--- config.mk ---
export PLATFORM = sky130hd
export DESIGN_NAME = dispatch_throttle
export DESIGN_NICKNAME = d
export VERILOG_FILES = /design/src/rtl/thr_pkg.sv /design/src/rtl/thr_runhold.sv /design/src/rtl/thr_icap.sv /design/src/rtl/thr_emerg.sv /design/src/rtl/dispatch_throttle.sv
export SDC_FILE = /design/constraint.sdc
export NUM_CORES = 1
export LEC_CHECK = 0
export BUFFER_PORTS_ARGS = -buffer_cell sky130_fd_sc_hd__buf_2
export CAP_MARGIN = 20
export CORE_UTILIZATION = 61
export DETAILED_ROUTE_END_ITERATION = 10
export PLACE_DENSITY = 0.78
export SLEW_MARGIN = 20
export SYNTH_ARGS = -nofsm -noshare
export SYNTH_HDL_FRONTEND = slang
export SYNTH_SLANG_ARGS = --single-unit
--- constraint.sdc ---
create_clock -name clk -period 4.3 [get_ports clk]
set_input_delay 0.645 -clock clk [delete_from_list [all_inputs] [get_ports clk]]
set_output_delay 0.645 -clock clk [all_outputs]
set_load 0.05 [all_outputs]
--- src/rtl/thr_pkg.sv ---
`timescale 1ns/1ps
package thr_pkg;
    typedef enum logic [1:0] {
        MODE_OFF     = 2'd0,
        MODE_RUNHOLD = 2'd1,
        MODE_CAP     = 2'd2,
        MODE_RSVD    = 2'd3
    } thr_mode_e;

    typedef enum logic {
        RH_RUN  = 1'b0,
        RH_HOLD = 1'b1
    } rh_state_e;

    typedef enum logic {
        CAP_IDLE  = 1'b0,
        CAP_COUNT = 1'b1
    } cap_state_e;

    typedef enum logic [1:0] {
        EM_NORMAL = 2'd0,
        EM_CLAMP  = 2'd1,
        EM_RAMP   = 2'd2
    } em_state_e;
endpackage

--- src/rtl/thr_runhold.sv ---
`timescale 1ns/1ps
module thr_runhold
    import thr_pkg::*;
#(
    parameter int CNT_W = 16
) (
    input  logic             clk,
    input  logic             rst_n,
    input  logic             en,
    input  logic [CNT_W-1:0] run_len,
    input  logic [CNT_W-1:0] hold_len,
    output logic             allow
);
    rh_state_e        st_q, st_d;
    logic [CNT_W-1:0] cnt_q, cnt_d;
    logic             idle;

    assign idle = !en || (run_len == '0) || (hold_len == '0);

    always_comb begin
        st_d  = st_q;
        cnt_d = cnt_q + 1'b1;
        unique case (st_q)
            RH_RUN: begin
                if (idle) begin
                    st_d  = RH_RUN;
                    cnt_d = '0;
                end else if (cnt_q >= run_len - 1'b1) begin
                    st_d  = RH_HOLD;
                    cnt_d = '0;
                end
            end
            RH_HOLD: begin
                if (idle) begin
                    st_d  = RH_RUN;
                    cnt_d = '0;
                end else if (cnt_q >= hold_len - 1'b1) begin
                    st_d  = RH_RUN;
                    cnt_d = '0;
                end
            end
        endcase
    end

    always_ff @(posedge clk) begin
        if (!rst_n) begin
            st_q  <= RH_RUN;
            cnt_q <= '0;
        end else begin
            st_q  <= st_d;
            cnt_q <= cnt_d;
        end
    end

    always_comb begin
        if (hold_len == '0)     allow = 1'b1;
        else if (run_len == '0) allow = 1'b0;
        else                    allow = (st_q == RH_RUN);
    end

    // an expired run period is always followed by a hold period
    p_run_to_hold_r2: assert property (@(posedge clk) disable iff (!rst_n)
        (en && run_len != '0 && hold_len != '0 && st_q == RH_RUN && cnt_q >= run_len - 1'b1)
        |=> (st_q == RH_HOLD));
endmodule

--- src/rtl/thr_icap.sv ---
`timescale 1ns/1ps
module thr_icap
    import thr_pkg::*;
#(
    parameter int CNT_W = 16,
    parameter int NTHR  = 2
) (
    input  logic             clk,
    input  logic             rst_n,
    input  logic             en,
    input  logic [CNT_W-1:0] win_len,
    input  logic [CNT_W-1:0] cap_lim,
    input  logic             src_cmpl,
    input  logic [NTHR-1:0]  disp_stb,
    input  logic [NTHR-1:0]  cmpl_stb,
    output logic             allow,
    output logic             reached
);
    localparam int EV_W = $clog2(NTHR + 1);

    cap_state_e       st_q, st_d;
    logic [CNT_W-1:0] wcnt_q, wcnt_d;
    logic [CNT_W-1:0] icnt_q, icnt_d;
    logic [NTHR-1:0]  sel;
    logic [EV_W-1:0]  ev;
    logic [CNT_W:0]   sum;
    logic [CNT_W-1:0] sat;
    logic             idle;
    logic             wrap;

    assign idle = !en || (win_len == '0);
    assign sel  = src_cmpl ? cmpl_stb : disp_stb;
    assign wrap = (wcnt_q >= win_len - 1'b1);

    always_comb begin
        ev = '0;
        for (int i = 0; i < NTHR; i++) ev = ev + EV_W'(sel[i]);
    end

    assign sum = {1'b0, icnt_q} + (CNT_W+1)'(ev);
    assign sat = sum[CNT_W] ? '1 : sum[CNT_W-1:0];

    always_comb begin
        st_d   = st_q;
        wcnt_d = wcnt_q;
        icnt_d = icnt_q;
        unique case (st_q)
            CAP_IDLE, CAP_COUNT: begin
                if (idle) begin
                    st_d   = CAP_IDLE;
                    wcnt_d = '0;
                    icnt_d = '0;
                end else begin
                    st_d = CAP_COUNT;
                    if (wrap) begin
                        wcnt_d = '0;
                        icnt_d = '0;
                    end else begin
                        wcnt_d = wcnt_q + 1'b1;
                        icnt_d = sat;
                    end
                end
            end
        endcase
    end

    always_ff @(posedge clk) begin
        if (!rst_n) begin
            st_q   <= CAP_IDLE;
            wcnt_q <= '0;
            icnt_q <= '0;
        end else begin
            st_q   <= st_d;
            wcnt_q <= wcnt_d;
            icnt_q <= icnt_d;
        end
    end

    always_comb begin
        allow   = idle ? 1'b1 : (icnt_q < cap_lim);
        reached = !idle && (icnt_q >= cap_lim);
    end

    // the window counter restarts after its last cycle
    p_window_wrap_r5: assert property (@(posedge clk) disable iff (!rst_n)
        (!idle && wcnt_q >= win_len - 1'b1) |=> (wcnt_q == '0));
endmodule

--- src/rtl/thr_emerg.sv ---
`timescale 1ns/1ps
module thr_emerg
    import thr_pkg::*;
#(
    parameter int STEPS    = 8,
    parameter int INTERVAL = 1024
) (
    input  logic clk,
    input  logic rst_n,
    input  logic temp_crit,
    input  logic temp_warn,
    output logic allow,
    output logic active
);
    localparam int STEP_W = $clog2(STEPS + 1);
    localparam int PH_W   = $clog2(STEPS);
    localparam int TMR_W  = $clog2(INTERVAL);

    em_state_e         st_q, st_d;
    logic [STEP_W-1:0] step_q, step_d;
    logic [PH_W-1:0]   ph_q, ph_d;
    logic [TMR_W-1:0]  tmr_q, tmr_d;
    logic [STEP_W-1:0] ph_ext;

    assign ph_ext = STEP_W'(ph_q);

    always_comb begin
        st_d   = st_q;
        step_d = step_q;
        tmr_d  = tmr_q;
        ph_d   = (ph_q == PH_W'(STEPS - 1)) ? '0 : ph_q + 1'b1;
        unique case (st_q)
            EM_NORMAL: begin
                ph_d = '0;
                if (temp_crit) begin
                    st_d   = EM_CLAMP;
                    step_d = STEP_W'(1);
                    tmr_d  = '0;
                end
            end
            EM_CLAMP: begin
                if (!temp_crit && !temp_warn) begin
                    st_d  = EM_RAMP;
                    tmr_d = '0;
                end
            end
            EM_RAMP: begin
                if (temp_crit) begin
                    st_d   = EM_CLAMP;
                    step_d = STEP_W'(1);
                    tmr_d  = '0;
                end else if (!temp_warn) begin
                    if (tmr_q == TMR_W'(INTERVAL - 1)) begin
                        tmr_d = '0;
                        if (step_q == STEP_W'(STEPS)) begin
                            st_d = EM_NORMAL;
                            ph_d = '0;
                        end else begin
                            step_d = step_q + 1'b1;
                        end
                    end else begin
                        tmr_d = tmr_q + 1'b1;
                    end
                end
            end
            default: st_d = EM_NORMAL;
        endcase
    end

    always_ff @(posedge clk) begin
        if (!rst_n) begin
            st_q   <= EM_NORMAL;
            step_q <= STEP_W'(1);
            ph_q   <= '0;
            tmr_q  <= '0;
        end else begin
            st_q   <= st_d;
            step_q <= step_d;
            ph_q   <= ph_d;
            tmr_q  <= tmr_d;
        end
    end

    always_comb begin
        unique case (st_q)
            EM_NORMAL: begin
                allow  = 1'b1;
                active = 1'b0;
            end
            default: begin
                allow  = (ph_ext >= STEP_W'(STEPS) - step_q);
                active = 1'b1;
            end
        endcase
    end

    // a critical temperature always leaves the guard engaged next cycle
    p_crit_engage_r8: assert property (@(posedge clk) disable iff (!rst_n)
        temp_crit |=> active);

    // the duty step does not move while the warning level is held
    p_warn_freeze_r9: assert property (@(posedge clk) disable iff (!rst_n)
        (st_q == EM_RAMP && temp_warn && !temp_crit) |=> $stable(step_q));
endmodule

--- src/rtl/dispatch_throttle.sv ---
`timescale 1ns/1ps
module dispatch_throttle
    import thr_pkg::*;
#(
    parameter int CNT_W         = 16,
    parameter int NUM_THREADS   = 2,
    parameter int RAMP_STEPS    = 8,
    parameter int RAMP_INTERVAL = 1024
) (
    input  logic                   clk,
    input  logic                   rst_n,
    input  logic [1:0]             mode_sel,
    input  logic [CNT_W-1:0]       run_len,
    input  logic [CNT_W-1:0]       hold_len,
    input  logic                   cap_src,
    input  logic [NUM_THREADS-1:0] disp_stb,
    input  logic [NUM_THREADS-1:0] cmpl_stb,
    input  logic                   temp_crit,
    input  logic                   temp_warn,
    output logic                   dispatch_allow,
    output logic                   throttled_cycle,
    output logic                   emerg_active,
    output logic                   cap_reached
);
    thr_mode_e mode;
    logic      rh_en, cap_en;
    logic      rh_allow, cap_allow, em_allow, prog_allow;

    assign mode   = thr_mode_e'(mode_sel);
    assign rh_en  = (mode == MODE_RUNHOLD);
    assign cap_en = (mode == MODE_CAP);

    thr_runhold #(.CNT_W(CNT_W)) u_runhold (
        .clk      (clk),
        .rst_n    (rst_n),
        .en       (rh_en),
        .run_len  (run_len),
        .hold_len (hold_len),
        .allow    (rh_allow)
    );

    thr_icap #(.CNT_W(CNT_W), .NTHR(NUM_THREADS)) u_icap (
        .clk      (clk),
        .rst_n    (rst_n),
        .en       (cap_en),
        .win_len  (hold_len),
        .cap_lim  (run_len),
        .src_cmpl (cap_src),
        .disp_stb (disp_stb),
        .cmpl_stb (cmpl_stb),
        .allow    (cap_allow),
        .reached  (cap_reached)
    );

    thr_emerg #(.STEPS(RAMP_STEPS), .INTERVAL(RAMP_INTERVAL)) u_emerg (
        .clk       (clk),
        .rst_n     (rst_n),
        .temp_crit (temp_crit),
        .temp_warn (temp_warn),
        .allow     (em_allow),
        .active    (emerg_active)
    );

    always_comb begin
        unique case (mode)
            MODE_RUNHOLD: prog_allow = rh_allow;
            MODE_CAP:     prog_allow = cap_allow;
            default:      prog_allow = 1'b1;
        endcase
    end

    assign dispatch_allow  = prog_allow & em_allow;
    assign throttled_cycle = ~dispatch_allow;

    // with no programmed mode and no emergency, dispatch is never blocked
    p_off_passes_r1: assert property (@(posedge clk) disable iff (!rst_n)
        ((mode_sel == 2'd0 || mode_sel == 2'd3) && !emerg_active) |-> dispatch_allow);

    // a zero hold length switches the duty-cycle limiter off
    p_zero_hold_free_r4: assert property (@(posedge clk) disable iff (!rst_n)
        (mode_sel == 2'd1 && hold_len == '0 && !emerg_active) |-> dispatch_allow);
endmodule

======== Yosys cells after proc, flatten, opt, wreduce, memory -nomap -nowiden ========
Index checks and enable logic that the tools add are counted.
word-level totals
  register bits ........................... 68
  input bits .............................. 43
  word-level logic and storage cells ...... 103
cells by class
  add/sub/neg operators ................... 10
  order comparisons ....................... 6
  equality and inequality tests ........... 13
  muxes and demuxes ....................... 43
  bitwise operators ....................... 4
  reduce and logical (&&, ||, !) cells .... 19
operator list
  kind                     number
  $mux W16                 5
  $ge A16 B16 Y1           4
  $mux W10                 5
  $add A16 B1 Y16 const B  2
  $logic_not A16 Y1        2
  $pmux W16 S2             1
  $sub A16 B1 Y16 const B  2
  $pmux W10 S3             1
  $mux W4                  5
  $add A16 B2 Y17          1
  $lt A16 B16 Y1           1
  $mux W3                  5
  $mux W2                  7
  $add A10 B1 Y10 const B  1
  $eq A10 B10 Y1 const B   1
  $reduce_and A5 Y1        2
  $mux W1                  9
  $pmux W4 S2              1
  $ne A3 B2 Y1 const B     2
  $ne A3 B3 Y1 const B     2
  $pmux W2 S3              1
  $pmux W3 S2              1
  $logic_not A1 Y1         5
  $add A4 B1 Y4 const B    1
  20 further kinds         28

======== Longest topological paths before layout ========
  depth in word-level cells ............... 7
  depth in mapped cells ................... 15
  mapped depth without buffers ............ 14

======== Cells and area by module ========
A second synthesis with hierarchy kept.
unflattened totals
  cells, all modules ...................... 665
  area total of the unflattened synthesis .. 5751.8 um^2
modules (own cells, without submodules)
  module             instances  cells each  area each (um^2)  sequential area each (um^2)
  thr_icap           1          296         2454.9            640.6
  thr_runhold        1          237         2107.0            340.3
  thr_emerg          1          125         1137.3            380.4
  dispatch_throttle  1          7           52.6              0.0

======== Worst setup path before layout ========
Ideal clock, no wire load.
  path type ............................... input to register
  start ................................... in run_len[0]
  end ..................................... reg u_runhold.cnt_q[5]
  setup time .............................. 0.067 ns
  data arrival time ....................... 3.697 ns
  data required time ...................... 4.233 ns
  path slack .............................. 0.536 ns
  stages .................................. 15
  path buffers ............................ 1
  cell sequence ........................... inv_1 > ha_1 > or4b_1 > nor4_1 > nand3_1 > nor2_1 > xnor2_1 > ha_1 > and3_1 > a221oi_1 > a21oi_1 > a211oi_1 > nand3_2 > buf_4 > a21oi_4
on the way
  longest elaborated chain between the ends .. 5
  elaborated cells between the ends (all ways) .. 9
ends and longest elaborated chain
  element                                               line                                  RTL
  start: declaration                                    dispatch_throttle.sv:13               input logic [CNT_W-1:0] run_len,
  $sub A16 B1 Y16 or $logic_not A16 Y1 (tied branches)  thr_runhold.sv:28, thr_runhold.sv:18
  $ge A16 B16 Y1 or $logic_or A1 B1 Y1 (tied branches)  thr_runhold.sv:28, thr_runhold.sv:18
  $mux W16 or $logic_or A1 B1 Y1 (tied branches)        thr_runhold.sv:28, thr_runhold.sv:18
  $mux W16, on equally long branches                    thr_runhold.sv:25, thr_runhold.sv:34
  $pmux W16 S2 *                                        thr_runhold.sv:23                     unique case (st_q)
  end signal: assignment                                thr_runhold.sv:51                     cnt_q <= cnt_d;
  end: declaration                                      thr_runhold.sv:15                     logic [CNT_W-1:0] cnt_q, cnt_d;
Mark *: on every way between the ends. The rest lies on a longest branch, timed or not.
A chain may end at the register's enable or synchronous reset.

======== Final worst setup path ========
  start ................................... in hold_len[3]
  end ..................................... reg u_runhold.st_q
on the way
  longest elaborated chain between the ends .. 5
  elaborated cells between the ends (all ways) .. 8
ends and longest elaborated chain
  element                 line                     RTL
  start: declaration      dispatch_throttle.sv:14  input logic [CNT_W-1:0] hold_len,
  $sub A16 B1 Y16         thr_runhold.sv:37        end else if (cnt_q >= hold_len - 1'b1) begin
  $ge A16 B16 Y1          thr_runhold.sv:37
  $mux W1                 thr_runhold.sv:37
  $mux W1                 thr_runhold.sv:34        if (idle) begin
  $pmux W1 S2 *           thr_runhold.sv:23
  end signal: assignment  thr_runhold.sv:50        st_q <= st_d;
  end: declaration        thr_runhold.sv:14        rh_state_e st_q, st_d;
Marks and branches as above.

==> flow_metrics.tcl <==
set metrics [dict create \
    skew_ns 0.0137 \
    power.density_nw_per_um2 233 \
    maxSlewHeadroom 0.345 \
    crit_type "input pin to flip-flop" \
    syn_to_final_growth_pct 9.62 \
    cp_top_family "simple AND/OR/NAND/NOR gates" \
    synth_area_leaders "dfxtp_1, ha_1, xnor2_1" \
    grt_pass1_vias 4696 \
    pin_count 47 \
    setup_ws_ns 0.362 \
    leakage_nw 2.53 \
    hold_ws_ns 0.484 \
    r2r.worst_path.cells 7 \
    ys_ff_latch 68 \
    cts.clk_slew.worst_paths_ns 0.09 \
    worst_pin_slew_ns 0.982 \
    ys_dominant_reg_cell "dfxtp_1" \
    r2r-end "u_runhold.st_q" \
    fmax_mhz 254 \
    rsz0062_at_grt "false" \
    cts_made_buffers 9 \
    route.detailed.drc 0 \
    maxCapViolations 0 \
    worst_setup_path_start_kind "input pin" \
    synthDominantCellAreaShare 0.252 \
    fp.dieW_um 96.1 \
    hp-class "flip-flop to flip-flop" \
    cts_setup_buffers 0 \
    synth-async-reset-ratio 0 \
    die_h_um 96.1 \
    diodes 0 \
    routed_wl_um 12500 \
    worst-path-buf-inv 1 \
    place.gp.congestion 0.838 \
    drt_pass1_iterations 4 \
    clk_latency_ns 0.37 \
    syn_area_um2 5400 \
    port_buffers 46 \
    antenna_found_initial 0 \
    row_count 33 \
    syn_nets 781 \
    r2r_slack_ns 1.83 \
    nets 828 \
    grt_overflow 0 \
    vias 4807 \
    worst_hold_startpoint "u_emerg.ph_q[0]" \
    cts_resized 0 \
    report.final.setup_viol 0 \
    syn_area_per_cell_um2 8.18 \
    hold_buffers 0 \
    cts_root_buf "clkbuf_8" \
    status "finished, final reports clean" \
    place_hpwl_um 9730 \
    cts.sinks 68 \
    dieArea_um2 9230 \
    drt-initial-drc-count 178 \
    ant_nets 0 \
    htreeDepth 3 \
    grt_usage 0.293 \
    cp.arrival_ns 4.14 \
    initial_core_util 0.644 \
    synth_top_cell_by_area "dfxtp_1" \
    drive_gt1_frac 0.129 \
    cp_common_cell "nand2_1" \
    holdPathStages 1 \
    crit_path_max_fanout 17 \
    cp_slowest_cell "o21ai_2" \
    crit_path_end_kind "flip-flop" \
    drv_slew 0 \
    vias_per_cell 5.88 \
    ctsLongestPathBuffers 2 \
    core_um2 8380 \
    hold_viol_final 0 \
    min_to "u_emerg.ph_q[0]" \
    ir_worst_vdd_uv 231 \
    seq_area_frac_synth 0.252 \
    yosysUniqueCellTypes 65 \
    worst_ep_required_time_ns 4.50 \
    yosysWarnings 0 \
    wl_per_cell_um 15.3 \
    fin_setup_tns_ns 0 \
    crit_start "hold_len[3]" \
    fin_crit_sh 0.916 \
    place_ws_ns 0.0497 \
    grt_max_degree 33 \
    syn_inst 660 \
    slowest_delay_ns 0.77 \
    crit_chain "buf_2 -> or4_1 -> nor3_2 -> nand2_1 -> nor4_1 -> nand2_1 -> xor2_1 -> ha_1 -> nand2_1 -> nor2_1 -> nand3_1 -> o21ai_2 -> a21boi_0" \
    fillCellCount 710 \
    synth-edff-count 0 \
    r2r-start "u_runhold.cnt_q[11]" \
    fin_crit_ns 3.94 \
    cts_tree "built" \
    grt_pass1_wl_um 21100 \
]
cell usage after synthesis (9+ instances only):
master	n
nor4_1	11
a21oi_2	9
nand4_1	17
xnor2_1	42
nand2_1	56
or4_1	9
dfxtp_1	68
ha_1	77
xor2_1	32
a21o_1	9
a21oi_1	21
nand3_1	30
inv_1	38
nor3_1	22
nor2_1	87
o21ai_0	18
layer usage:
| layer | routed length [um] | GRT usage | vias up |
|---|---|---|---|
| met2 | 5940 | 0.499 | 94 |
| met3 | 525 | 0.0687 | 21 |
| met1 | 5780 | 0.363 | 2241 |
| met4 | 280 | 0.0945 | 0 |
| li1 | - | - | 2451 |
| met5 | 0 | 0 | - |
report_power, final:
group	switching [mW]	internal, mW	leakage [nW]	total [mW]
Clock	0.283	0.270	0.0960	0.553
Combinational	0.114	0.0718	1.89	0.185
Sequential	0.00576	0.634	0.549	0.639
Total	0.402	0.975	2.53	1.38
through the flow:
stage | area [um^2] | cells | util | power, mW
floorplan | 5400 | 660 | - | 0.772
global placement | 5720 | 801 | 0.683 | 0.829
detailed placement | 5720 | 801 | 0.683 | 0.837
CTS | 5920 | 817 | 0.706 | 1.38
global route | 5920 | 817 | 0.706 | 1.43
finish | 5920 | 817 | 0.706 | 1.38
flip-flops by register name, summed over array words and instances (netlist names):
signal,count
u_icap.icnt_q,16
u_runhold.st_q,1
u_icap.wcnt_q,16
u_emerg.tmr_q,10
u_emerg.step_q,4
u_emerg.ph_q,3
u_emerg.st_q,2
u_runhold.cnt_q,16
area by class of cell:
class	instances	area, um^2	share of cell area
Multi-Input combinational cell	540	3830	0.647
Inverter	38	143	0.0241
Sequential cell	68	1360	0.230
Timing Repair Buffer	50	260	0.0440
Clock inverter	7	72.6	0.0123
Clock buffer	9	124	0.0209
Tap cell	105	131	0.0222
how the worst max path moves through the flow:
stage	endpoint	slack, ns	cells past startpoint
finish	u_runhold.st_q	0.36	13
global route	u_runhold.st_q	0.009	13
CTS	u_runhold.st_q	0.43	13
detailed placement	u_runhold.st_q	0.05	13
global placement	u_runhold.cnt_q[1]	0.29	16
floorplan	u_runhold.cnt_q[5]	0.54	15
kinds of logic after synthesis:
logic type / Yosys count / share of synthesized area
and+or+nand+nor: 284 / 0.271
AOI/OAI and AO/OA: 101 / 0.130
adders and majority gates: 78 / 0.182
xor gates and xnor gates: 74 / 0.120
DFF: 68 / 0.252
buffers and inverters: 52 / 0.0392
muxes: 3 / 0.00602
worst reg2reg max path: cells and delay by family, from the launching register on:
kind                     cells  cell delay (ns)
AND/OR/NAND/NOR              3             0.87
AO/OA/AOI/OAI                3             0.84
adder cells (fa/ha/maj)      1             0.36
flip-flops                   1             0.35
cell usage in the layout, fill, tap and decap left out, types with 3 or more instances in the layout:
| master | n |
|---|---|
| a211oi_1 | 6 |
| nand2_1 | 56 |
| a31oi_1 | 5 |
| nor2_1 | 87 |
| nor2b_1 | 3 |
| nor3b_1 | 5 |
| xor2_1 | 32 |
| nor4_1 | 11 |
| a21oi_1 | 21 |
| nand4_1 | 17 |
| o21a_1 | 4 |
| ha_1 | 77 |
| xnor2_1 | 42 |
| or4_1 | 9 |
| and3_1 | 6 |
| nand2b_1 | 5 |
| and4_1 | 7 |
| nor3_1 | 22 |
| buf_2 | 46 |
| dfxtp_1 | 68 |
| o21ai_0 | 18 |
| nand3b_1 | 4 |
| a21o_1 | 9 |
| inv_1 | 38 |
| a211o_1 | 3 |
| and2_1 | 3 |
| nand3_1 | 30 |
| clkbuf_8 | 9 |
| a21boi_0 | 5 |
| a21oi_2 | 9 |
| or3_1 | 3 |
| buf_4 | 4 |
Power figures use the tool's default switching activity.
